===== config.mk =====
export PLATFORM = sky130hd
export DESIGN_NAME = code_protect_guard
export DESIGN_NICKNAME = d
export VERILOG_FILES = /design/src/rtl/cpg_pkg.sv /design/src/rtl/cpg_cfg_store.sv /design/src/rtl/cpg_code_array.sv /design/src/rtl/cpg_read_gate.sv /design/src/rtl/cpg_prog_verify.sv /design/src/rtl/code_protect_guard.sv
export SDC_FILE = /design/constraint.sdc
export NUM_CORES = 1
export LEC_CHECK = 0
export BUFFER_PORTS_ARGS = -buffer_cell sky130_fd_sc_hd__buf_4
export CELL_PAD_IN_SITES_DETAIL_PLACEMENT = 1
export CELL_PAD_IN_SITES_GLOBAL_PLACEMENT = 2
export CORE_MARGIN = 2
export CORE_UTILIZATION = 44
export CTS_BUF_LIST = sky130_fd_sc_hd__clkbuf_8
export DETAILED_ROUTE_END_ITERATION = 12
export PLACE_DENSITY_LB_ADDON = 0.12
export SETUP_SLACK_MARGIN = 0.3
export SLEW_MARGIN = 20
export SYNTH_ARGS = -nofsm -noshare
export SYNTH_HDL_FRONTEND = slang
export SYNTH_SLANG_ARGS = --single-unit

===== constraint.sdc =====
create_clock -name clk_i -period 4.3 [get_ports clk_i]
set_input_delay 1.29 -clock clk_i [delete_from_list [all_inputs] [get_ports clk_i]]
set_output_delay 1.29 -clock clk_i [all_outputs]
set_load 0.02 [all_outputs]

===== src/rtl/cpg_pkg.sv =====
package cpg_pkg;
  localparam int unsigned CFG_W    = 16;
  localparam int unsigned BYTE_W   = 8;
  localparam int unsigned WP_BIT   = 12;
  localparam int unsigned RP_BIT   = 13;
  // implemented bits: protection pair plus low byte; the rest reserved (read as 1)
  localparam logic [CFG_W-1:0] CFG_IMPL   = 16'h30FF;
  localparam logic [CFG_W-1:0] CFG_ERASED = '1;

  typedef struct packed {
    logic rd;
    logic wr;
  } prot_t;
endpackage


===== src/rtl/cpg_cfg_store.sv =====
module cpg_cfg_store
  import cpg_pkg::*;
(
  input  logic              clk_i,
  input  logic              rst_ni,
  input  logic              erase_i,
  input  logic              prog_i,
  input  logic              hi_i,
  input  logic [BYTE_W-1:0] byte_i,
  output logic [CFG_W-1:0]  cfg_o,
  output logic              done_o,
  output logic              pass_o
);
  logic [CFG_W-1:0]  cfg_q, cfg_d;
  logic [BYTE_W-1:0] res_byte, old_byte, new_byte, want_byte;
  logic              done_q, pass_q;

  always_comb begin
    res_byte  = hi_i ? ~CFG_IMPL[CFG_W-1:BYTE_W] : ~CFG_IMPL[BYTE_W-1:0];
    old_byte  = hi_i ? cfg_q[CFG_W-1:BYTE_W] : cfg_q[BYTE_W-1:0];
    new_byte  = (old_byte & byte_i) | res_byte;
    want_byte = byte_i | res_byte;
    cfg_d     = cfg_q;
    if (erase_i) begin
      cfg_d = CFG_ERASED;
    end else if (prog_i) begin
      if (hi_i) cfg_d[CFG_W-1:BYTE_W] = new_byte;
      else      cfg_d[BYTE_W-1:0]     = new_byte;
    end
  end

  // storage is nonvolatile-style: untouched by reset
  always_ff @(posedge clk_i) cfg_q <= cfg_d;

  always_ff @(posedge clk_i or negedge rst_ni) begin
    if (!rst_ni) begin
      done_q <= 1'b0;
      pass_q <= 1'b0;
    end else begin
      done_q <= prog_i;
      pass_q <= prog_i & ~erase_i & (new_byte == want_byte);
    end
  end

  assign cfg_o  = cfg_q;
  assign done_o = done_q;
  assign pass_o = pass_q;

  assert_erase_cfg_R2: assert property (@(posedge clk_i) disable iff (!rst_ni)
    erase_i |=> (cfg_q == CFG_ERASED));
  assert_no_unset_R6: assert property (@(posedge clk_i) disable iff (!rst_ni)
    !erase_i |=> ((cfg_q & ~$past(cfg_q) & CFG_IMPL) == '0));
  assert_reserved_ones_R7: assert property (@(posedge clk_i) disable iff (!rst_ni)
    (prog_i || erase_i) |=> ((cfg_q | CFG_IMPL) == CFG_ERASED));
endmodule


===== src/rtl/cpg_code_array.sv =====
module cpg_code_array #(
  parameter int unsigned ADDR_W = 4,
  parameter int unsigned DATA_W = 16
) (
  input  logic              clk_i,
  input  logic              rst_ni,
  input  logic              erase_i,
  input  logic              we_i,
  input  logic [ADDR_W-1:0] waddr_i,
  input  logic [DATA_W-1:0] wdata_i,
  input  logic [ADDR_W-1:0] raddr_a_i,
  input  logic [ADDR_W-1:0] raddr_b_i,
  output logic [DATA_W-1:0] rdata_a_o,
  output logic [DATA_W-1:0] rdata_b_o
);
  localparam int unsigned DEPTH = 1 << ADDR_W;

  logic [DEPTH-1:0][DATA_W-1:0] mem_q;

  for (genvar i = 0; i < DEPTH; i++) begin : g_word
    always_ff @(posedge clk_i) begin
      if (erase_i) begin
        mem_q[i] <= '1;
      end else if (we_i && (waddr_i == ADDR_W'(i))) begin
        mem_q[i] <= wdata_i;
      end
    end
  end

  assign rdata_a_o = mem_q[raddr_a_i];
  assign rdata_b_o = mem_q[raddr_b_i];

  assert_hold_R3: assert property (@(posedge clk_i) disable iff (!rst_ni)
    (!we_i && !erase_i) |=> (mem_q == $past(mem_q)));
  assert_erase_mem_R2: assert property (@(posedge clk_i) disable iff (!rst_ni)
    erase_i |=> (&mem_q));
endmodule


===== src/rtl/cpg_read_gate.sv =====
module cpg_read_gate #(
  parameter int unsigned DATA_W = 16
) (
  input  logic              clk_i,
  input  logic              rst_ni,
  input  logic              rd_en_i,
  input  logic              rd_prot_i,
  input  logic [DATA_W-1:0] word_i,
  output logic [DATA_W-1:0] rd_data_o
);
  logic [DATA_W-1:0] data_q;

  always_ff @(posedge clk_i or negedge rst_ni) begin
    if (!rst_ni)      data_q <= '0;
    else if (rd_en_i) data_q <= rd_prot_i ? '0 : word_i;
  end

  assign rd_data_o = data_q;

  assert_rd_zero_R4: assert property (@(posedge clk_i) disable iff (!rst_ni)
    (rd_en_i && rd_prot_i) |=> (rd_data_o == '0));
  assert_rd_hold_R11: assert property (@(posedge clk_i) disable iff (!rst_ni)
    !rd_en_i |=> $stable(rd_data_o));
endmodule


===== src/rtl/cpg_prog_verify.sv =====
module cpg_prog_verify
  import cpg_pkg::*;
#(
  parameter int unsigned ADDR_W = 4,
  parameter int unsigned DATA_W = 16
) (
  input  logic              clk_i,
  input  logic              rst_ni,
  input  logic              erase_i,
  input  prot_t             prot_i,
  input  logic              pg_en_i,
  input  logic [ADDR_W-1:0] pg_addr_i,
  input  logic [DATA_W-1:0] pg_data_i,
  output logic              we_o,
  output logic [ADDR_W-1:0] vfy_addr_o,
  input  logic [DATA_W-1:0] vfy_word_i,
  output logic              done_o,
  output logic              pass_o
);
  logic              pend_q, ok_q;
  logic [ADDR_W-1:0] addr_q;
  logic [DATA_W-1:0] data_q;
  logic [DATA_W-1:0] readback;

  assign we_o = pg_en_i & ~prot_i.wr & ~erase_i;

  always_ff @(posedge clk_i or negedge rst_ni) begin
    if (!rst_ni) begin
      pend_q <= 1'b0;
      ok_q   <= 1'b0;
      addr_q <= '0;
      data_q <= '0;
    end else begin
      pend_q <= pg_en_i;
      ok_q   <= we_o & ~prot_i.rd;
      if (pg_en_i) begin
        addr_q <= pg_addr_i;
        data_q <= pg_data_i;
      end
    end
  end

  // verify reads through the same protection mask as the read port
  assign readback   = prot_i.rd ? '0 : vfy_word_i;
  assign vfy_addr_o = addr_q;
  assign done_o     = pend_q;
  assign pass_o     = pend_q & ok_q & (readback == data_q);

  assert_prot_fail_R5: assert property (@(posedge clk_i) disable iff (!rst_ni)
    (pg_en_i && (prot_i.wr || prot_i.rd)) |=> (done_o && !pass_o));
  assert_done_pulse_R8: assert property (@(posedge clk_i) disable iff (!rst_ni)
    done_o |-> $past(pg_en_i));
  assert_erase_wins_R10: assert property (@(posedge clk_i) disable iff (!rst_ni)
    (pg_en_i && erase_i) |=> !pass_o);
endmodule


===== src/rtl/code_protect_guard.sv =====
module code_protect_guard
  import cpg_pkg::*;
#(
  parameter int unsigned ADDR_W = 4,
  parameter int unsigned DATA_W = 16
) (
  input  logic              clk_i,
  input  logic              rst_ni,
  input  logic              erase_i,
  input  logic              cfg_prog_i,
  input  logic              cfg_hi_i,
  input  logic [7:0]        cfg_byte_i,
  output logic              cfg_done_o,
  output logic              cfg_pass_o,
  output logic [15:0]       cfg_word_o,
  output logic              wr_prot_o,
  output logic              rd_prot_o,
  input  logic              rd_en_i,
  input  logic [ADDR_W-1:0] rd_addr_i,
  output logic [DATA_W-1:0] rd_data_o,
  input  logic              pg_en_i,
  input  logic [ADDR_W-1:0] pg_addr_i,
  input  logic [DATA_W-1:0] pg_data_i,
  output logic              pg_done_o,
  output logic              pg_pass_o
);
  logic [CFG_W-1:0]  cfg;
  prot_t             prot;
  logic              mem_we;
  logic [ADDR_W-1:0] vfy_addr;
  logic [DATA_W-1:0] rd_word, vfy_word;

  cpg_cfg_store u_cfg (
    .clk_i   (clk_i),
    .rst_ni  (rst_ni),
    .erase_i (erase_i),
    .prog_i  (cfg_prog_i),
    .hi_i    (cfg_hi_i),
    .byte_i  (cfg_byte_i),
    .cfg_o   (cfg),
    .done_o  (cfg_done_o),
    .pass_o  (cfg_pass_o)
  );

  // active-low protection bits
  assign prot.wr = ~cfg[WP_BIT];
  assign prot.rd = ~cfg[RP_BIT];

  cpg_code_array #(.ADDR_W(ADDR_W), .DATA_W(DATA_W)) u_mem (
    .clk_i     (clk_i),
    .rst_ni    (rst_ni),
    .erase_i   (erase_i),
    .we_i      (mem_we),
    .waddr_i   (pg_addr_i),
    .wdata_i   (pg_data_i),
    .raddr_a_i (rd_addr_i),
    .raddr_b_i (vfy_addr),
    .rdata_a_o (rd_word),
    .rdata_b_o (vfy_word)
  );

  cpg_read_gate #(.DATA_W(DATA_W)) u_rd (
    .clk_i     (clk_i),
    .rst_ni    (rst_ni),
    .rd_en_i   (rd_en_i),
    .rd_prot_i (prot.rd),
    .word_i    (rd_word),
    .rd_data_o (rd_data_o)
  );

  cpg_prog_verify #(.ADDR_W(ADDR_W), .DATA_W(DATA_W)) u_pg (
    .clk_i      (clk_i),
    .rst_ni     (rst_ni),
    .erase_i    (erase_i),
    .prot_i     (prot),
    .pg_en_i    (pg_en_i),
    .pg_addr_i  (pg_addr_i),
    .pg_data_i  (pg_data_i),
    .we_o       (mem_we),
    .vfy_addr_o (vfy_addr),
    .vfy_word_i (vfy_word),
    .done_o     (pg_done_o),
    .pass_o     (pg_pass_o)
  );

  assign cfg_word_o = cfg;
  assign wr_prot_o  = prot.wr;
  assign rd_prot_o  = prot.rd;

  assert_prot_map_R1: assert property (@(posedge clk_i) disable iff (!rst_ni)
    (wr_prot_o == !cfg_word_o[WP_BIT]) && (rd_prot_o == !cfg_word_o[RP_BIT]));
endmodule


==> reports/results.tsv <==
metric	value	unit
coreArea	35500	sq um
slew_headroom	36.4	%
place.gp.congestion	0.782	
clk_latency	620	ps
syn2layout_area_growth	14.9	%
slowest_delay	500	ps
overflow	0	
hold_path_class	register to register	
synth-seq-cells	312	
route.detailed.drc	0	
slew_violations	0	
cts_tree	built	
syn_area	15800	sq um
fin_ws	-354	ps
drive_gt1_share	26.9	%
r2r-end	u_mem.mem_q[4]	
clock_path_buffers	3	
antenna_found_initial	0	
via_count	11900	
internal-power	4.70	mW
grt_max_degree	192	
holdBufCountCts	0	
cts_buffers	55	
synth-async-reset-ratio	12.8	%
place_inst	1824	
ys_seq_area_share	40.7	%
powerDensity	356	nW/um^2
crit_required	3010	ps
yosysWarnings	0	
leakage	6.09	nW
synth_edf_count	0	
port_buffers	76	
final_nets	1468	
cp_common_cell	buf_12	
synthFlopType	dfxtp_1	
yosysMostFrequentCell	dfxtp_1	
p_sw_share	27.4	%
clk_pin_slew	60	ps
hold_path_startpoint	u_cfg.cfg_o[11]	
avgSynthCellArea	11.4	sq um
cp_cell_sequence	buf_12 -> buf_12 -> mux4_2 -> mux2i_1 -> o22ai_1 -> xnor2_2 -> nand4_1 -> a311o_1 -> nor4_4 -> buf_4	
skew	20.9	ps
fin_crit_sh	108	%
crit_path_end_kind	output pin	
share_comb_of_total_power	12.5	%
yosysUniqueCellTypes	46	
dr.first_iter.drc_count	674	
std_cell_rows	69	
synth.area.top_cells	dfxtp_1 (34%), mux4_2 (20%), a211o_1 (14%)	
cts_root_buffer	clkbuf_8	
routedWlPerCell	26.3	microns
worst_pin_slew	954	ps
wl	50.7	mm
fmax	215	MHz
grt_pass1_wl	77.5	mm
via_per_inst	6.17	
rr_startpoint	u_cfg.cfg_o[12]	
finish.utilization	51.3	%
fin_crit	4650	ps
holdPathStages	1	
synth_top_area_share	34.4	%
finalHoldViolCount	0	
first_global_vias	12200	
first_pass_iters	5	
dieHeight	194	microns
cts_max_level	2	
fill_cells	3694	
antenna_left	0	
setup_tns	-354	ps
die_x	194	microns
slowest_stage	mux4_2	
syn-num-nets	1434	
die-area	37500	sq um
crit_fanout	11	
crit_type	register to output pin	
start_kind	register	
rrSetupSlack	1590	ps
place_hpwl	31.7	mm
reg2reg_depth	8	
rsz0062_at_grt	yes	
violations	setup timing	
grt.total_usage	27.0	%
ir_worst_vdd	249	uV
power_frac_seq	46.8	%
cts.sinks	312	
status	finished, violations left	
netlist_instances	1395	
hold_end	u_cfg.cfg_o[11]	
critPathArrivalTime	3360	ps
synth_common_cells	dfxtp_1 (272), nor2b_1 (260), a211o_1 (256)	
yosysTopAreaCell	dfxtp_1	
stdcell_count	1928	
pin_count	77	
maxCapViolations	0	
clkPwrFrac	40.7	%
start_util	44.6	%
setup-violations-final	1	
p_switching	1.78	mW
-- critical path, delay by kind of cell (launching register included) --
family / cells / cell delay (ps)
multiplexers: 2 / 660
AO/OA/AOI/OAI: 2 / 530
AND/OR/NAND/NOR: 2 / 350
buffers and inverters: 3 / 500
flip-flops: 1 / 420
XOR/XNOR: 1 / 280
-- placed cells by master, fill, tap and decap left out, types with 19 or more instances in the layout --
| cell type | instances |
|---|---|
| clkbuf_8 | 68 |
| o21ai_0 | 31 |
| buf_4 | 112 |
| nand3_1 | 26 |
| dfrtp_1 | 36 |
| dfxtp_1 | 272 |
| buf_12 | 19 |
| nor2b_1 | 260 |
| inv_1 | 49 |
| mux2i_1 | 27 |
| mux4_2 | 138 |
| mux2_2 | 21 |
| nand2b_1 | 19 |
| a211o_1 | 256 |
-- layout make-up --
class                           count  area (sq um)  share of cell area (%)
Inverter                           29           109                   0.598
Clock inverter                     27           106                   0.584
Sequential cell                   312          6450                    35.5
Timing Repair Buffer              134          1280                    7.02
Multi-Input combinational cell    897          8750                    48.1
Tap cell                          461           577                    3.17
Antenna cell                        1          2.50                  0.0138
Clock buffer                       67           922                    5.07
-- metrics by stage --
stage / setup slack, ps / hold WS, ps / power (mW) / cell area, sq um
finish: -354 / 439 / 6.48 / 18200
global route: -499 / 460 / 6.75 / 18200
CTS: -408 / 444 / 6.54 / 18100
detailed placement: -3.72 / 426 / 3.87 / 17000
global placement: -22.0 / 424 / 3.85 / 17000
floorplan: 545 / 501 / 3.58 / 15800
-- routing by layer --
layer | up-vias | share of wire (%) | global-route usage, %
li1 | 5292 | - | -
met5 | - | 0 | 0
met1 | 6228 | 45 | 37.1
met4 | 0 | 3.3 | 9.25
met3 | 99 | 4.2 | 3.69
met2 | 282 | 47 | 44.1
-- cells by family after synthesis --
family,Yosys count,synth area share [%]
mux,187,22.9
simple gates,365,13.7
buf+inv,186,4.91
xor+xnor,11,0.608
flops,312,40.7
compound gates,334,17.2
-- worst max-delay path by stage --
stage	from	end	slack [ps]	depth (start not counted)
global route	u_pg.vfy_addr_o[0]	pg_pass_o	-500	12
finish	u_pg.vfy_addr_o[0]	pg_pass_o	-350	10
CTS	u_pg.vfy_addr_o[0]	pg_pass_o	-410	12
floorplan	u_pg.vfy_addr_o[1]	pg_pass_o	540	9
detailed placement	u_pg.vfy_addr_o[0]	pg_pass_o	-4	9
global placement	u_pg.vfy_addr_o[0]	pg_pass_o	-20	9
-- power groups by stage --
stage / sequential [mW] / combinational, mW / clock [mW]
finish: 3.03 / 0.807 / 2.64
global route: 3.04 / 0.862 / 2.85
global placement: 3.10 / 0.753 / 0
CTS: 3.03 / 0.797 / 2.71
floorplan: 3.09 / 0.486 / 0
detailed placement: 3.10 / 0.765 / 0
-- flip-flops by register name (all words and copies together), names as in the netlist --
register,flops
u_pg.vfy_addr_o,4
u_cfg.done_o,1
u_cfg.pass_o,1
u_cfg.cfg_o,16
u_rd.rd_data_o,16
u_pg.done_o,1
u_pg.data_q,16
u_pg.ok_q,1
u_mem.mem_q,256
-- timing repair --
item / 4_1_cts / 5_1_grt
endpoints found under the setup margin: 1 / 1
hold endpoints to repair: 0 / 0
resized for setup: 5 / 5
setup buffers: 4 / 5
(Power assumes the default switching activity.)
